`config.mk`:
```
export PLATFORM = sky130hd
export DESIGN_NAME = ebl_out_sel
export DESIGN_NICKNAME = d
export VERILOG_FILES = /design/src/rtl/ebl_sel_pkg.sv /design/src/rtl/ebl_score.sv /design/src/rtl/ebl_pick.sv /design/src/rtl/ebl_out_sel.sv
export SDC_FILE = /design/constraint.sdc
export NUM_CORES = 1
export LEC_CHECK = 0
export ABC_CLOCK_PERIOD_IN_PS = 800
export BUFFER_PORTS_ARGS = -buffer_cell sky130_fd_sc_hd__clkbuf_2
export CORE_MARGIN = 2
export CORE_UTILIZATION = 50
export CTS_CLUSTER_DIAMETER = 40
export DETAILED_ROUTE_END_ITERATION = 8
export PLACE_DENSITY = 0.75
export SYNTH_ARGS = -nofsm -noshare
export SYNTH_HDL_FRONTEND = slang
export SYNTH_SLANG_ARGS = --single-unit
```
`constraint.sdc`:
```
create_clock -name clk_i -period 0.8 [get_ports clk_i]
set_input_delay 0.08 -clock clk_i [delete_from_list [all_inputs] [get_ports clk_i]]
set_output_delay 0.08 -clock clk_i [all_outputs]
set_load 0.01 [all_outputs]
```
`src/rtl/ebl_sel_pkg.sv`:
```
package ebl_sel_pkg;
  localparam int unsigned NPORT = 4;
  localparam int unsigned IDX_W = $clog2(NPORT);

  typedef enum logic [IDX_W-1:0] {
    PORT_E = 2'd0,
    PORT_W = 2'd1,
    PORT_N = 2'd2,
    PORT_S = 2'd3
  } port_e;
endpackage

```
`src/rtl/ebl_score.sv`:
```
module ebl_score #(
  parameter int unsigned NPORT  = 4,
  parameter int unsigned PD_W   = 6,
  parameter int unsigned FREE_W = 3,
  localparam int unsigned SCORE_W = PD_W + FREE_W
) (
  input  logic [NPORT*PD_W-1:0]    pd_i,
  input  logic [NPORT*FREE_W-1:0]  free_i,
  output logic [NPORT*SCORE_W-1:0] score_o
);
  for (genvar p = 0; p < NPORT; p++) begin : g_port
    logic [SCORE_W-1:0] pd_ext, free_ext;
    assign pd_ext   = SCORE_W'(pd_i[p*PD_W +: PD_W]);
    assign free_ext = SCORE_W'(free_i[p*FREE_W +: FREE_W]);
    assign score_o[p*SCORE_W +: SCORE_W] = pd_ext * free_ext;
  end
endmodule

```
`src/rtl/ebl_pick.sv`:
```
module ebl_pick #(
  parameter int unsigned NPORT   = 4,
  parameter int unsigned SCORE_W = 9
) (
  input  logic [NPORT-1:0]         avail_i,
  input  logic [NPORT*SCORE_W-1:0] score_i,
  output logic [NPORT-1:0]         pick_o
);
  logic [SCORE_W-1:0] best;
  logic               found;

  // Lower index wins ties: strict compare keeps the earlier port.
  always_comb begin
    pick_o = '0;
    best   = '0;
    found  = 1'b0;
    for (int p = 0; p < NPORT; p++) begin
      if (avail_i[p] && (!found || score_i[p*SCORE_W +: SCORE_W] > best)) begin
        pick_o = '0;
        pick_o[p] = 1'b1;
        best   = score_i[p*SCORE_W +: SCORE_W];
        found  = 1'b1;
      end
    end
  end
endmodule

```
`src/rtl/ebl_out_sel.sv`:
```
module ebl_out_sel
  import ebl_sel_pkg::*;
#(
  parameter int unsigned PD_W      = 6,
  parameter int unsigned BUF_DEPTH = 4,
  localparam int unsigned FREE_W   = $clog2(BUF_DEPTH + 1),
  localparam int unsigned SCORE_W  = PD_W + FREE_W
) (
  input  logic                    clk_i,
  input  logic                    rst_ni,
  input  logic                    req_i,
  input  logic [NPORT-1:0]        cand_i,
  input  logic [NPORT-1:0]        resv_i,
  input  logic [NPORT*PD_W-1:0]   pd_i,
  input  logic [NPORT*FREE_W-1:0] free_i,
  output logic [NPORT-1:0]        grant_o,
  output logic                    grant_vld_o
);
  logic [NPORT*SCORE_W-1:0] score;
  logic [NPORT-1:0]         avail, pick;

  assign avail = req_i ? (cand_i & ~resv_i) : '0;

  ebl_score #(.NPORT(NPORT), .PD_W(PD_W), .FREE_W(FREE_W)) u_score (
    .pd_i   (pd_i),
    .free_i (free_i),
    .score_o(score)
  );

  ebl_pick #(.NPORT(NPORT), .SCORE_W(SCORE_W)) u_pick (
    .avail_i(avail),
    .score_i(score),
    .pick_o (pick)
  );

  always_ff @(posedge clk_i or negedge rst_ni) begin
    if (!rst_ni) begin
      grant_o     <= '0;
      grant_vld_o <= 1'b0;
    end else begin
      grant_o     <= pick;
      grant_vld_o <= |avail;
    end
  end
endmodule

```
# After elaboration in Yosys (flattened, before gate mapping)
# Cells that the tools add are included.
[classes]
multipliers = 4
reduce_logical = 10
magnitude_cmp = 3
n_mux = 11
bitwise = 2
[op_table]
columns = ["operator", "count"]
rows = [
  ["6-bit by 3-bit multiplier with 9-bit output", 4],
  ["9-bit greater-than comparator", 3],
  ["9-bit two-way mux", 3],
  ["4-bit two-way mux", 4],
  ["4-bit bitwise AND", 1],
  ["1-bit two-way mux", 4],
  ["4-bit NOT", 1],
  ["4-bit OR reduction", 1],
  ["1-bit logical AND", 3],
  ["1-bit zero test", 3],
  ["1-bit logical OR", 3],
]
[totals]
output_inout_bits = 5
elab_cells = 32
in_bits = 47
register_bits = 5

# Logic depth before layout (Yosys ltp)
# Gate-level depths: netlist of run 1.
[logic_depth]
word_depth = 16
depth_mapped = 35
ltp_nobuf = 34

# By module
# From an unflattened synthesis of run 1, not the netlist that was laid out.
[unflattened]
hier_cells = 384
area_unflattened_um2 = 3017.9
[modules_own_cells]
columns = ["mod", "instances", "cells_each", "area_per_inst_um2", "seq_area_each_um2"]
rows = [
  ["ebl_score", 1, 224, 1752.9, 0.0],
  ["ebl_pick", 1, 146, 1088.5, 0.0],
  ["ebl_out_sel", 1, 14, 176.4, 125.1],
]

# Worst setup path before layout of run 1
# No wires, ideal clock.
[synth_path]
path_type = "input-to-reg"
start = "in pd_i[0]"
end = "reg grant_o[0]"
t_arrival_ns = 6.460
t_required_ns = 0.662
stages = 35
setup_slack_ns = -5.798
cell_sequence = "nand2_1 fa_1 inv_1 ha_1 fa_1 a21o_1 a21oi_1 nor2b_1 nor3_1 inv_1 ha_1 nand3_1 or2_2 o221ai_1 a21oi_1 o211ai_2 and2_4 buf_6 a21oi_1 ha_1 o21a_1 o21a_1 o221ai_1 a31oi_1 o21ai_1 clkbuf_1 o22ai_1 ha_1 nor2b_1 o21a_1 o21ai_0 a221oi_1 o211ai_1 a21oi_1 nor4b_1"
[synth_between]
elab_chain_cells = 14
word_cells_on_any_way = 20
cone_classes = "mul (1); order compare (3); mux (8); reduce/logical (8)"
[synth_rtl]
columns = ["element", "line_no", "rtl"]
rows = [
  ["from (decl)", "ebl_out_sel.sv:14", "input logic [NPORT*PD_W-1:0] pd_i,"],
  ["6-bit by 3-bit multiplier with 9-bit output *", "ebl_score.sv:15", "assign score_o[p*SCORE_W +: SCORE_W] = pd_ext * free_ext;"],
  ["9-bit two-way mux *", "ebl_pick.sv:18", "if (avail_i[p] && (!found || score_i[p*SCORE_W +: SCORE_W] > best)) begin"],
  ["9-bit greater-than comparator", "ebl_pick.sv:18", ""],
  ["1-bit logical OR", "ebl_pick.sv:18", ""],
  ["1-bit logical AND", "ebl_pick.sv:18", ""],
  ["9-bit two-way mux / 1-bit two-way mux (equally long branches)", "ebl_pick.sv:18", ""],
  ["9-bit greater-than comparator / 1-bit zero test (equally long branches)", "ebl_pick.sv:18", ""],
  ["1-bit logical OR", "ebl_pick.sv:18", ""],
  ["1-bit logical AND", "ebl_pick.sv:18", ""],
  ["9-bit two-way mux / 1-bit two-way mux (equally long branches)", "ebl_pick.sv:18", ""],
  ["9-bit greater-than comparator / 1-bit zero test (equally long branches)", "ebl_pick.sv:18", ""],
  ["1-bit logical OR", "ebl_pick.sv:18", ""],
  ["1-bit logical AND", "ebl_pick.sv:18", ""],
  ["4-bit two-way mux *", "ebl_pick.sv:18", ""],
  ["named net pick[0]", "ebl_out_sel.sv:20", "logic [NPORT-1:0] avail, pick;"],
  ["to (signal assigned)", "ebl_out_sel.sv:41", "grant_o <= pick;"],
  ["to (decl)", "ebl_out_sel.sv:16", "output logic [NPORT-1:0] grant_o,"],
]
# The timed path passes the listed nets; every way through them passes the cells marked *.

# Worst setup path in the final report of run 1
[layout_path]
start = "in free_i[0]"
end = "reg grant_o[0]"
[layout_between]
elab_chain_cells = 14
word_cells_on_any_way = 20
cone_classes = "mul (1); order compare (3); mux (8); reduce/logical (8)"
[layout_rtl]
columns = ["element", "line_no", "rtl"]
rows = [
  ["from (decl)", "ebl_out_sel.sv:15", "input logic [NPORT*FREE_W-1:0] free_i,"],
  ["6-bit by 3-bit multiplier with 9-bit output *", "ebl_score.sv:15", ""],
  ["9-bit two-way mux *", "ebl_pick.sv:18", ""],
  ["9-bit greater-than comparator", "ebl_pick.sv:18", ""],
  ["1-bit logical OR", "ebl_pick.sv:18", ""],
  ["1-bit logical AND", "ebl_pick.sv:18", ""],
  ["9-bit two-way mux / 1-bit two-way mux (equally long branches)", "ebl_pick.sv:18", ""],
  ["9-bit greater-than comparator / 1-bit zero test (equally long branches)", "ebl_pick.sv:18", ""],
  ["1-bit logical OR", "ebl_pick.sv:18", ""],
  ["1-bit logical AND", "ebl_pick.sv:18", ""],
  ["9-bit two-way mux / 1-bit two-way mux (equally long branches)", "ebl_pick.sv:18", ""],
  ["9-bit greater-than comparator / 1-bit zero test (equally long branches)", "ebl_pick.sv:18", ""],
  ["1-bit logical OR", "ebl_pick.sv:18", ""],
  ["1-bit logical AND", "ebl_pick.sv:18", ""],
  ["4-bit two-way mux *", "ebl_pick.sv:18", ""],
  ["named net pick[0]", "ebl_out_sel.sv:20", ""],
]
# Marks and branches as above.

==> impl_summary.md, run 1 <==
Run status
The flow ran to the end, but the final reports show violations. The final reports fail on negative setup slack.

Logic synthesis
The Yosys warning count is 0. Counting flops and latches in the post-synthesis netlist gives 5. Of the synthesized area, sequential elements account for 0.0420. Counting flops with a built-in enable in the synthesized netlist gives 0. The number of different library cells used by synthesis comes to 55. The number of instances in the synthesized netlist is 380. The average instance area after synthesis is slightly below 8 sq um.

The adder and majority gate portion of the synthesized area is 0.378. The share of the synthesized area in compound gates (AO/OA/AOI/OAI) was 0.219. The synthesized area is 2980 sq um. When the netlist entered floorplanning its net count stood at 505. The portion of synthesized area spent on multiplexers is 0.00336. For this run, asynchronously set or reset flops after synthesis account for 1.00. Of the total synthesized cell area, the portion taken by XOR and XNOR cells is 0.0324. The predominant post-synthesis flop cell is sky130_fd_sc_hd__dfrtp_1.

By area, the combinational part of the netlist is dominated by adder cells. The post-synthesis simple-gate area fraction is 0.255.

Die
The initialized floorplan defines 28 standard-cell rows. The die width is 81.2 um. The die outline area is 6590 sq um. Pin placement for this block handled 52 I/O pins. The initial cell density of the core is 0.509. The region available for standard cell placement spans 5850 sq um. In this run the vertical extent of the chip is 81.2 um.

Worst setup path
The largest single stage delay on the critical path is 0.54 ns. The cell with the largest stage delay on the worst path is sky130_fd_sc_hd__fa_1. The arrival time at the worst endpoint is 6.32 ns. Along the worst path, the maximum fanout reaches 5.

The critical path class is in2reg. The critical path data required time is approximately 0.93 ns. STA classifies the critical path endpoint as a flip-flop. The nature of the critical path startpoint is an input port.

Flow run
The max capacitance violation total is 0.

Clock tree
In this run the number of H-tree levels came out at 1. CTS placed an instance of sky130_fd_sc_hd__clkbuf_8 at the clock tree root. TritonCTS built the clock tree. The worst-case clock buffer depth is 2. Clock-pin slew was measured on the worst setup and hold paths at 0.04 ns. CTS saw 5 sinks. The number of clock buffers added by TritonCTS is 3.

Finish
The non-filler instance count after layout is 628. The signed area change from the synthesized netlist to the final layout is 52.1%. The flip-flop and latch area is 125 sq um. The multi-input combinational cells in the finished layout cover a total of 2830 sq um. The antenna cell count is 0. For this run, the post-layout net count is 679. Of the cells placed in the final design, the portion with a size suffix greater than 1 is 0.409.

The share of the core filled with cells in the final layout is 0.774. The filler cells instantiated in the layout total 440.

Power
The design draws approximately 4800 uW. Dividing total power by cell area gives a power density of 1050 nW/um^2. Summed over all cells, the static leakage comes to 0.00247 uW. The maximum VDD drop is between 900 and 1000 uV.

Drt
The final route contains approximately 3.3k vias. Before antenna repair, the detailed router went through 4 iterations. The routed wire length is about 8.5 mm. The total DRC errors in the routed layout is 0.

In the final routed layout, each cell accounts on average for 13.5 um. The number of design-rule violations left by the first detailed-router iteration is 128. The residual antenna-violating net count after detailed routing is 0. In the routed layout, each cell is associated on average with a via count of 5.29.

STA
The final-report max-slew violation count is 0. Setup violations remaining at the end of the flow were counted as 4. For the pin with the worst max-slew slack, the measured transition is 0.438 ns. The maximum clock frequency is 162 MHz.

The post-route minimum period is 6.19 ns. Across all setup checks in the final design, the least slack found is -5.39 ns. Final hold analysis gives a worst-case slack of 0.217 ns. Setup repair after global routing could not meet its margin everywhere. The relative max-transition margin is 0.707. The number of hold-slack violations in the final timing report was 0. Of the available clock period, the critical path in the final layout requires 7.74.

Place
The detailed-placement wirelength estimate is 7.26 mm. The total of buffers placed on input and output ports is 51. At the end of routability-driven placement, the weighted congestion stood at a little over 0.9. Counting tap cells, the placed design contains a total of 617 instances.

Global routing
Entering global routing, the biggest net connects 11 pins. The first global-routing pass estimated 14.2 mm of wire. The initial antenna violation count is 0.

The number of global-route vias before repair came to 3411. Across every metal layer, demand over resource in global routing totals 0.269. Global routing finished with a remaining overflow of 0.

Worst hold path
The class of the most critical hold timing path is in2async.
logic make-up after synthesis:
group | Yosys count
simple gates | 142
buf+inv | 51
flops | 5
mux | 1
xor+xnor | 11
fa+ha+maj | 78
compound gates | 92
per-stage QoR:
stage / setup TNS (ns) / area, sq um / setup WS [ns]
5_1_grt: -22.67 / 4530 / -5.70
3_5_place_dp: -22.91 / 4260 / -5.66
3_3_place_gp: -22.07 / 4260 / -5.46
2_1_floorplan: -20.60 / 3080 / -5.24
6_report: -21.45 / 4530 / -5.39
4_1_cts: -20.86 / 4480 / -5.25
where the power goes:
group	internal, uW	total [uW]	switching [uW]
clock network	344	486	143
logic	2070	4000	1930
registers	273	277	4.57
cell type report:
| cell class | instances | area share |
|---|---|---|
| well taps | 75 | 0.0207 |
| repair buffers | 174 | 0.279 |
| flip-flops and latches | 5 | 0.0276 |
| clock buffers | 4 | 0.00995 |
| inverters | 45 | 0.0373 |
| multi-input cells | 325 | 0.626 |
synthesized netlist by cell type (all sizes together) (2+ instances only):
cell | count | area (sq um)
a21o | 10 | 75.1
nor2b | 11 | 68.8
a21oi | 21 | 105
a31o | 5 | 43.8
xor2 | 3 | 26.3
a211oi | 5 | 37.5
nand4 | 7 | 43.8
buf | 4 | 32.5
fa | 20 | 400
nand3b | 2 | 27.5
o221ai | 4 | 47.6
a2111oi | 2 | 23.8
nor3b | 4 | 35.0
dfrtp | 5 | 125
clkbuf | 2 | 7.51
nand3 | 6 | 35.0
o211ai | 5 | 42.5
or2 | 2 | 12.5
a21boi | 5 | 41.3
xnor2 | 8 | 70.1
nand2 | 60 | 225
o21a | 7 | 52.6
inv | 45 | 169
nand2b | 5 | 31.3
and2 | 25 | 159
nor2 | 11 | 41.3
o31ai | 2 | 15.0
nor3 | 3 | 26.3
ha | 58 | 726
o22ai | 5 | 37.5
o21ai | 13 | 65.1
o21bai | 3 | 22.5
and3b | 3 | 26.3
sequential cells by signal (all words and copies together), names as in the netlist:
name         flops
grant_vld_o      1
grant_o          4
worst max-delay path, delay by kind of cell:
kind / cells / cell delay (ns)
and+or+nand+nor: 8 / 1.14
AOI/OAI and AO/OA: 18 / 3.08
buffers and inverters: 3 / 0.26
adders and majority gates: 6 / 1.77
final timing paths:
kind | start | endpoint | cells after the start
max | free_i[0] | grant_o[0]$_DFF_PN0_ | 35
min | rst_ni | grant_o[0]$_DFF_PN0_ | 2
max in group asynchronous | rst_ni | grant_o[3]$_DFF_PN0_ | 2
min in group clk_i | cand_i[3] | grant_vld_o$_DFF_PN0_ | 4
layout by cell type (no fill, tap or decap), types with 6 or more instances in the layout:
master / instances
sky130_fd_sc_hd__fa_1: 18
sky130_fd_sc_hd__clkbuf_2: 46
sky130_fd_sc_hd__ha_1: 54
sky130_fd_sc_hd__nand2_1: 57
sky130_fd_sc_hd__a21o_1: 10
sky130_fd_sc_hd__a21oi_2: 7
sky130_fd_sc_hd__buf_6: 7
sky130_fd_sc_hd__nand4_1: 7
sky130_fd_sc_hd__xnor2_1: 7
sky130_fd_sc_hd__o21a_1: 6
sky130_fd_sc_hd__nor2_1: 11
sky130_fd_sc_hd__buf_4: 117
sky130_fd_sc_hd__o21ai_0: 8
sky130_fd_sc_hd__nor2b_1: 8
sky130_fd_sc_hd__and2_1: 24
sky130_fd_sc_hd__inv_1: 44
sky130_fd_sc_hd__a21oi_1: 14
routing by layer:
metal / GRT usage / vias to the layer above / part of all wire
li1: - / 1678 / -
met3: 0.0111 / 14 / 0.031
met5: 0 / - / 0
met4: 0.0898 / 0 / 0.022
met1: 0.295 / 1552 / 0.40
met2: 0.541 / 80 / 0.54
what timing repair did:
item | in CTS | in global routing
hold buffers | 1 | 0
gates cloned | 1 | 0
endpoints found under the setup margin | 5 | 10
hold endpoints to repair | 5 | 0
pin swaps | 8 | 5
resized for setup | 28 | 13
setup buffers | 4 | 2
Note: power is estimated with default switching activity, not from simulation.
==> run 2, diff against run 1 <==
--- a/config.mk
+++ b/config.mk
@@ -11,6 +11,7 @@
 export CORE_UTILIZATION = 50
 export CTS_CLUSTER_DIAMETER = 40
 export DETAILED_ROUTE_END_ITERATION = 8
+export GPL_TIMING_DRIVEN = 0
 export PLACE_DENSITY = 0.75
 export SYNTH_ARGS = -nofsm -noshare
 export SYNTH_HDL_FRONTEND = slang
==> constraint.sdc (replaced) <==
create_clock -name clk_i -period 0.8 [get_ports clk_i]
set_input_delay 0.08 -clock clk_i [delete_from_list [all_inputs] [get_ports clk_i]]
set_output_delay 0.08 -clock clk_i [all_outputs]
set_load 0.02 [all_outputs]
==> run 2 against run 1 <==
The flow still finishes with violations (negative setup slack). Combinational power is 7.5% lower. Sequential power is 2% higher. First-iteration DRC count is 17% lower. Final cell count is 14% lower. Die area stayed put. Critical endpoint unchanged. Critical path type unchanged. Worst hold slack worse by 0.0060 ns. Power is 6.6% lower. Clock power is 4.9% lower. Clock-buffer cell count stayed put.
==> impl_summary.md, run 2 (synthesis gave the netlist of run 1 again) <==
Finish
Of the cells placed in the final design, the portion with a size suffix greater than 1 is 0.322. The antenna cell count is 0. The largest registers in the layout are grant_o: 4 flops, grant_vld_o: 1 flops. The register with the most flip-flops in the final layout is grant_o. The finished cells cover ~4000 sq um. The register with the most flip-flops in the layout has 4 of them. The non-filler instance count after layout is 541. The most common library cell in the layout ignoring fill and taps is sky130_fd_sc_hd__nand2_1. The share of the core filled with cells in the final layout is 0.691.

In the layout the commonest cells are sky130_fd_sc_hd__nand2_1, sky130_fd_sc_hd__ha_1, sky130_fd_sc_hd__inv_1. The area growth from synthesis to layout is 35.8%. Fill cells in the final layout number 478.

The net total in the final layout is 592.

Power
The share of power burned in combinational logic is 0.833. The leakage power total is roughly 0.0021 uW. Of the total power, the share spent switching nets is 0.469. The internal portion of total power is 2360 uW. The proportion of power drawn by flip-flops and latches is 0.063. The switching power summed over all nets is 2090 uW. The clock power share is 0.104. The areal power density over the cells is 1100 nW/um^2. Across the VDD grid, the largest voltage drop is 875 uV. The completed layout was analyzed and its total power is about 4400 uW.

Worst hold path
The class of the most critical hold timing path is in2async.

Drt
For this run, design rule violations remaining after detail routing come to 0. The residual antenna-violating net count after detailed routing is 0. After the first detailed-routing iteration, the DRC count stood at 106.

After detailed routing, the average wire length per cell comes to 14.2 um. The final layout contains routed wiring with a total length of 7.70 mm. Before antenna repair, the detailed router went through 4 iterations. Across all layers, the routed design uses 3031 vias.

The routed via count divided by cell count is 5.60.

Worst setup path
The nature of the critical path startpoint is an input port. The slowest stage of the critical path is the sky130_fd_sc_hd__fa_1 cell. Along the worst path, the maximum fanout reaches 7. The type of destination of the critical path is a flip-flop.

By startpoint and endpoint, the worst setup path is classified as in2reg. The critical path's most frequent cell is sky130_fd_sc_hd__buf_4. The longest individual stage delay on the worst path is between 0.5 and 0.6 ns.

Data on the critical path arrives at its endpoint at between 6 and 7 ns. The critical path data required time is between 0.9 and 1 ns.

Place
Once detailed placement completed, the half-perimeter wirelength came to 5.96 mm. Once placement finished, the instance area stood at 3430 sq um. During placement, the flow inserted port buffers numbering 51. The number of placed instances, taps included, is between 500 and 600. The routability congestion estimate is 0.895.

Die
The initial cell density of the core is 0.509. The die width is a little over 80 um. For this design the top-level I/O count stands at 52.

The die span in y is 81.2 um. The floorplan has 28 rows. The die outline area is 6590 sq um. The area inside the core boundary is 5850 sq um.

STA
The maximum clock frequency is between 150 and 200 MHz. Setup repair after global routing could not meet its margin everywhere. The final critical-path setup slack is -5.50 ns.

The final-report max-slew violation count is 0. The final period utilization is 7.87. The relative max-transition margin is 0.687. Setup violations remaining at the end of the flow were counted as 4.

The number of hold-slack violations in the final timing report is 0. The slew at the pin with the worst max-slew slack is about 0.47 ns. The post-route minimum period is 6.30 ns.

Clock tree
Clock tree synthesis found a total of 5 sinks. The number of levels the H-tree was split into is 1. The worst-case clock buffer depth is 2.

TritonCTS created 3 clock buffers. TritonCTS built the clock tree. Clock tree synthesis selected as its root buffer the cell sky130_fd_sc_hd__clkbuf_8. After clock tree synthesis, the clock-pin slew on the worst setup and hold paths is approximately 0.04 ns.

Global routing
The initial antenna violation count is 0. Entering global routing, the biggest net connects 11 pins. The number of global-route vias before repair is 3049. The global routing usage summed across all routing layers is 0.238. The first global-routing pass estimated approximately 13 mm of wire.

Summed over all layers, the global routing overflow is 0.

Run status
The flow ran to the end, but the final reports show violations. The final reports fail on negative setup slack.

Flow run
Across the run, the number of max-cap violations was 0.
==> run 2: per-layer routing <==
layer	track usage	up-vias	routed length, um
met3	0.0233	20	221
li1	-	1507	-
met2	0.475	65	4120
met1	0.258	1439	3150
met5	0	-	0
met4	0.0780	0	198
==> run 2: power groups by stage <==
stage	clock network (uW)	logic [uW]	registers, uW
global placement	0	2830	279
floorplan	0	2210	305
detailed placement	0	2950	281
global route	495	4100	284
CTS	466	3360	278
finish	462	3700	282
==> run 2: final cells by class <==
cell class,instances,area [sq um],share of cell area
plain buffers,6,62.6,0.0155
clock buffers,4,45.0,0.0111
inverters,45,169,0.0418
multi-input cells,324,2950,0.730
flip-flops and latches,5,125,0.0309
well taps,75,93.8,0.0232
repair buffers,82,598,0.148
==> run 2: worst max-delay path by stage <==
| stage | startpoint | end | slack, ns |
|---|---|---|---|
| floorplan | pd_i[2] | grant_o[0]$_DFF_PN0_ | -5.24 |
| global placement | free_i[0] | grant_o[0]$_DFF_PN0_ | -6.24 |
| detailed placement | free_i[0] | grant_o[0]$_DFF_PN0_ | -6.49 |
| CTS | free_i[0] | grant_o[0]$_DFF_PN0_ | -5.41 |
| global route | free_i[0] | grant_o[0]$_DFF_PN0_ | -5.88 |
| finish | free_i[0] | grant_o[0]$_DFF_PN0_ | -5.50 |
==> run 2: timing repair <==
item                                    4_1_cts  5_1_grt
hold buffers                                  1        0
endpoints found under the setup margin        8       10
pin swaps                                    24       12
setup buffers                                22        8
endpoints found under the hold margin         5        0
gates resized for setup                      38       39
==> run 2: critical path: cells and delay by family <==
family                   cells  cell delay [ns]
AO/OA/AOI/OAI               16             2.52
adder cells (fa/ha/maj)      6             1.72
buffers and inverters        9             1.14
AND/OR/NAND/NOR              9             0.94
==> run 2: through the flow <==
| stage | hold WS [ns] | setup TNS [ns] | worst slack, ns |
|---|---|---|---|
| 6_report | 0.211 | -21.74 | -5.50 |
| 5_1_grt | 0.228 | -23.34 | -5.88 |
| 4_1_cts | 0.217 | -21.18 | -5.41 |
| 3_5_place_dp | -0.0954 | -25.38 | -6.49 |
| 3_3_place_gp | -0.107 | -24.51 | -6.24 |
| 2_1_floorplan | -0.216 | -20.60 | -5.24 |
==> run 3, diff against run 2 <==
--- a/config.mk
+++ b/config.mk
@@ -7,12 +7,14 @@
 export LEC_CHECK = 0
 export ABC_CLOCK_PERIOD_IN_PS = 800
 export BUFFER_PORTS_ARGS = -buffer_cell sky130_fd_sc_hd__clkbuf_2
+export CELL_PAD_IN_SITES_DETAIL_PLACEMENT = 0
+export CELL_PAD_IN_SITES_GLOBAL_PLACEMENT = 1
 export CORE_MARGIN = 2
-export CORE_UTILIZATION = 50
+export CORE_UTILIZATION = 39
 export CTS_CLUSTER_DIAMETER = 40
 export DETAILED_ROUTE_END_ITERATION = 8
 export GPL_TIMING_DRIVEN = 0
-export PLACE_DENSITY = 0.75
+export PLACE_DENSITY_LB_ADDON = 0.1
 export SYNTH_ARGS = -nofsm -noshare
 export SYNTH_HDL_FRONTEND = slang
 export SYNTH_SLANG_ARGS = --single-unit
==> run 3 against run 2 <==
The flow still finishes with violations (negative setup slack). Routed wire length decreased by 2.0%. Largest power group unchanged. Sequential share of layout area about the same. Largest cell class unchanged. Fmax decreased by 0.31%. Setup slack got worse by 0.020 ns. Clock-buffer cell count unchanged. Combinational power decreased by 5%. Clock power decreased by 2%. Global-route usage decreased by 6.1 points. Via count decreased by 2.7%. Design area decreased by 0.90%. Sequential cell count unchanged. Sequential power about the same.
==> impl_summary.md, run 3 (synthesis gave the netlist of run 1 again) <==
Power
The areal power density over the cells is 1060 nW/um^2. In this run the static leakage power is 0.00207 uW. The maximum VDD drop is 369 uV.

Drt
The number of design-rule violations left by the first detailed-router iteration is 70. The total DRC errors in the routed layout is 0. For this run, the detailed router's first-pass iteration total came to 4. The routed via count divided by cell count is 5.22.

The detail route stage leaves a number of antenna-violating nets equal to 0. The mean routed wirelength per cell is roughly 13 um. After detailed routing, the total wire length is roughly 7.5 mm. For this block, the via count after detailed routing is 2950.

Run status
The final reports fail on negative setup slack. The flow ran to the end, but the final reports show violations.

Global routing
The number of global-route vias before repair is 2972. The initial antenna violation count is 0. The total overflow left after global routing is 0. The global routing usage summed across all routing layers is 0.177. The first global-routing pass estimated between 10 and 15 mm of wire. Entering global routing, the biggest net connects 11 pins.

Finish
The number of antenna diodes in the final layout is 0. In the final layout, the registers with the most flip-flops are grant_o: 4 flops, grant_vld_o: 1 flops. After filler insertion, the fill cell instance count of the layout stands at 708. The layout cell share with drive strength beyond 1 is 0.315. The number of flip-flops under the largest register name is 4. The flip-flop and latch area is 125 sq um. Once layout is complete, the utilization of the core stands at 0.547.

The library cell used most frequently in the layout, excluding fill and tap cells, is sky130_fd_sc_hd__nand2_1. Summing all multi-input logic gate instances after layout gives 2890 sq um. In the layout the commonest cells are sky130_fd_sc_hd__nand2_1, sky130_fd_sc_hd__ha_1, sky130_fd_sc_hd__inv_1. grant_o holds more flip-flops than any other register. The signed area change from the synthesized netlist to the final layout is 34.6%.

The net total in the final layout is 592.

Die
In this run the count of I/O pins placed on the die edge is 52. The die is 91.4 um wide. The initial utilization of the core area, before any placement, comes to 0.406. The die span in y is between 90 and 100 um. The die outline area is 8350 sq um.

The core region is 7330 sq um. In this run the core area contains 31 standard-cell rows.

Clock tree
The clock tree root driver cell is sky130_fd_sc_hd__clkbuf_8. For this design, the sink count on the clock tree is 5. The clock edge transition at the registers on the reported setup and hold paths is 0.03 ns. The worst-case clock buffer depth is 2. CTS built an H-tree with a depth of 1. Clock tree synthesis inserted a total of 3 buffers. TritonCTS built the clock tree.

Worst setup path
Data on the critical path is required at its endpoint by between 0.9 and 1 ns. The arrival time at the worst endpoint is 6.44 ns. The critical path contains buffers and inverters numbering 5 combined. The nature of the critical path startpoint is an input port. The worst setup path is captured at a flip-flop. The setup path with the least slack is of type in2reg. The longest individual stage delay on the worst path is 0.57 ns. Along the worst path, the maximum fanout reaches 7. Among the stages of the critical path, the cell type that occurs most often is sky130_fd_sc_hd__ha_1. The cell with the largest stage delay on the worst path is sky130_fd_sc_hd__a2111oi_0. Grouping stages by cell kind, the critical path spends the most delay in compound AO/OA/AOI/OAI gates.

STA
Headroom to the max-slew limit came out at 0.615. The post-route minimum period is between 6 and 7 ns. The worst hold-check slack is 0.160 ns. The number of hold-slack violations in the final timing report came to 0. Setup repair after global routing could not meet its margin everywhere. The final period utilization is 7.90. Setup slack on the critical path of the routed design comes to -5.52 ns. The final-report max-slew violation count is 0. The setup violation total in the final timing report is 4. The slew at the pin with the worst max-slew slack is between 0.5 and 0.6 ns. The maximum clock frequency is roughly 160 MHz.

Place
The wire-length estimate of the detail-placed layout is 6.18 mm. The total of buffers placed on input and output ports is roughly 50. The congestion estimate from routability-driven global placement came to 0.860.

Worst hold path
The class of the most critical hold timing path is in2reg.

Flow run
The max capacitance violation total is 0.
==> run 3: changes by cell type in the layout (fill, tap and decap cells not counted), sizes merged <==
cell	delta
clkbuf	-2
buf	+2
==> run 3: path summary, 6_finish.rpt <==
kind	depth (start not counted)	to	slack [ns]	start
worst max-delay path	33	grant_o[0]$_DFF_PN0_	-5.52	free_i[2]
worst min-delay path	3	grant_vld_o$_DFF_PN0_	0.16	cand_i[3]
max in group asynchronous	2	grant_vld_o$_DFF_PN0_	0.45	rst_ni
min in group asynchronous	2	grant_o[1]$_DFF_PN0_	0.21	rst_ni
==> run 3: where the power goes <==
| group | leakage (uW) | total (uW) | switching, uW | internal, uW |
|---|---|---|---|---|
| clock network | 0.0000228 | 452 | 111 | 341 |
| logic | 0.00198 | 3530 | 1850 | 1690 |
| registers | 0.0000662 | 281 | 8.32 | 273 |
| total | 0.00207 | 4270 | 1960 | 2300 |
==> run 3: final cells by class <==
cell class,count,area share
Buffer,6,0.0156
Clock buffer,4,0.0112
Inverter,45,0.0421
Multi-Input combinational cell,324,0.720
Sequential cell,5,0.0312
Tap cell,99,0.0309
Timing Repair Buffer,82,0.149
==> run 3: repair_timing <==
| item | 4_1_cts | 5_1_grt |
|---|---|---|
| hold buffers | 1 | 0 |
| buffers inserted | 19 | 11 |
| pin swaps | 28 | 34 |
| endpoints found under the setup margin | 6 | 10 |
| gates resized for setup | 29 | 45 |
| hold endpoints to repair | 5 | 0 |
==> run 3: metrics by stage <==
step,area [sq um],setup slack [ns],setup TNS (ns),cells,power [uW]
final,4010,-5.52,-21.80,565,4270
after global routing,4010,-6.02,-23.77,565,4750
after CTS,3810,-5.48,-21.74,554,3980
after detailed placement,3460,-6.26,-24.86,530,3240
after global placement,3460,-6.23,-24.71,530,3190
after floorplan,3080,-5.24,-20.60,380,2520
==> run 3: layer usage <==
layer,vias up,share of wire,global-route usage
li1,1503,-,-
met1,1397,0.45,0.232
met4,0,0.0098,0.0240
met2,42,0.51,0.325
met5,-,0,0
met3,8,0.024,0.00830
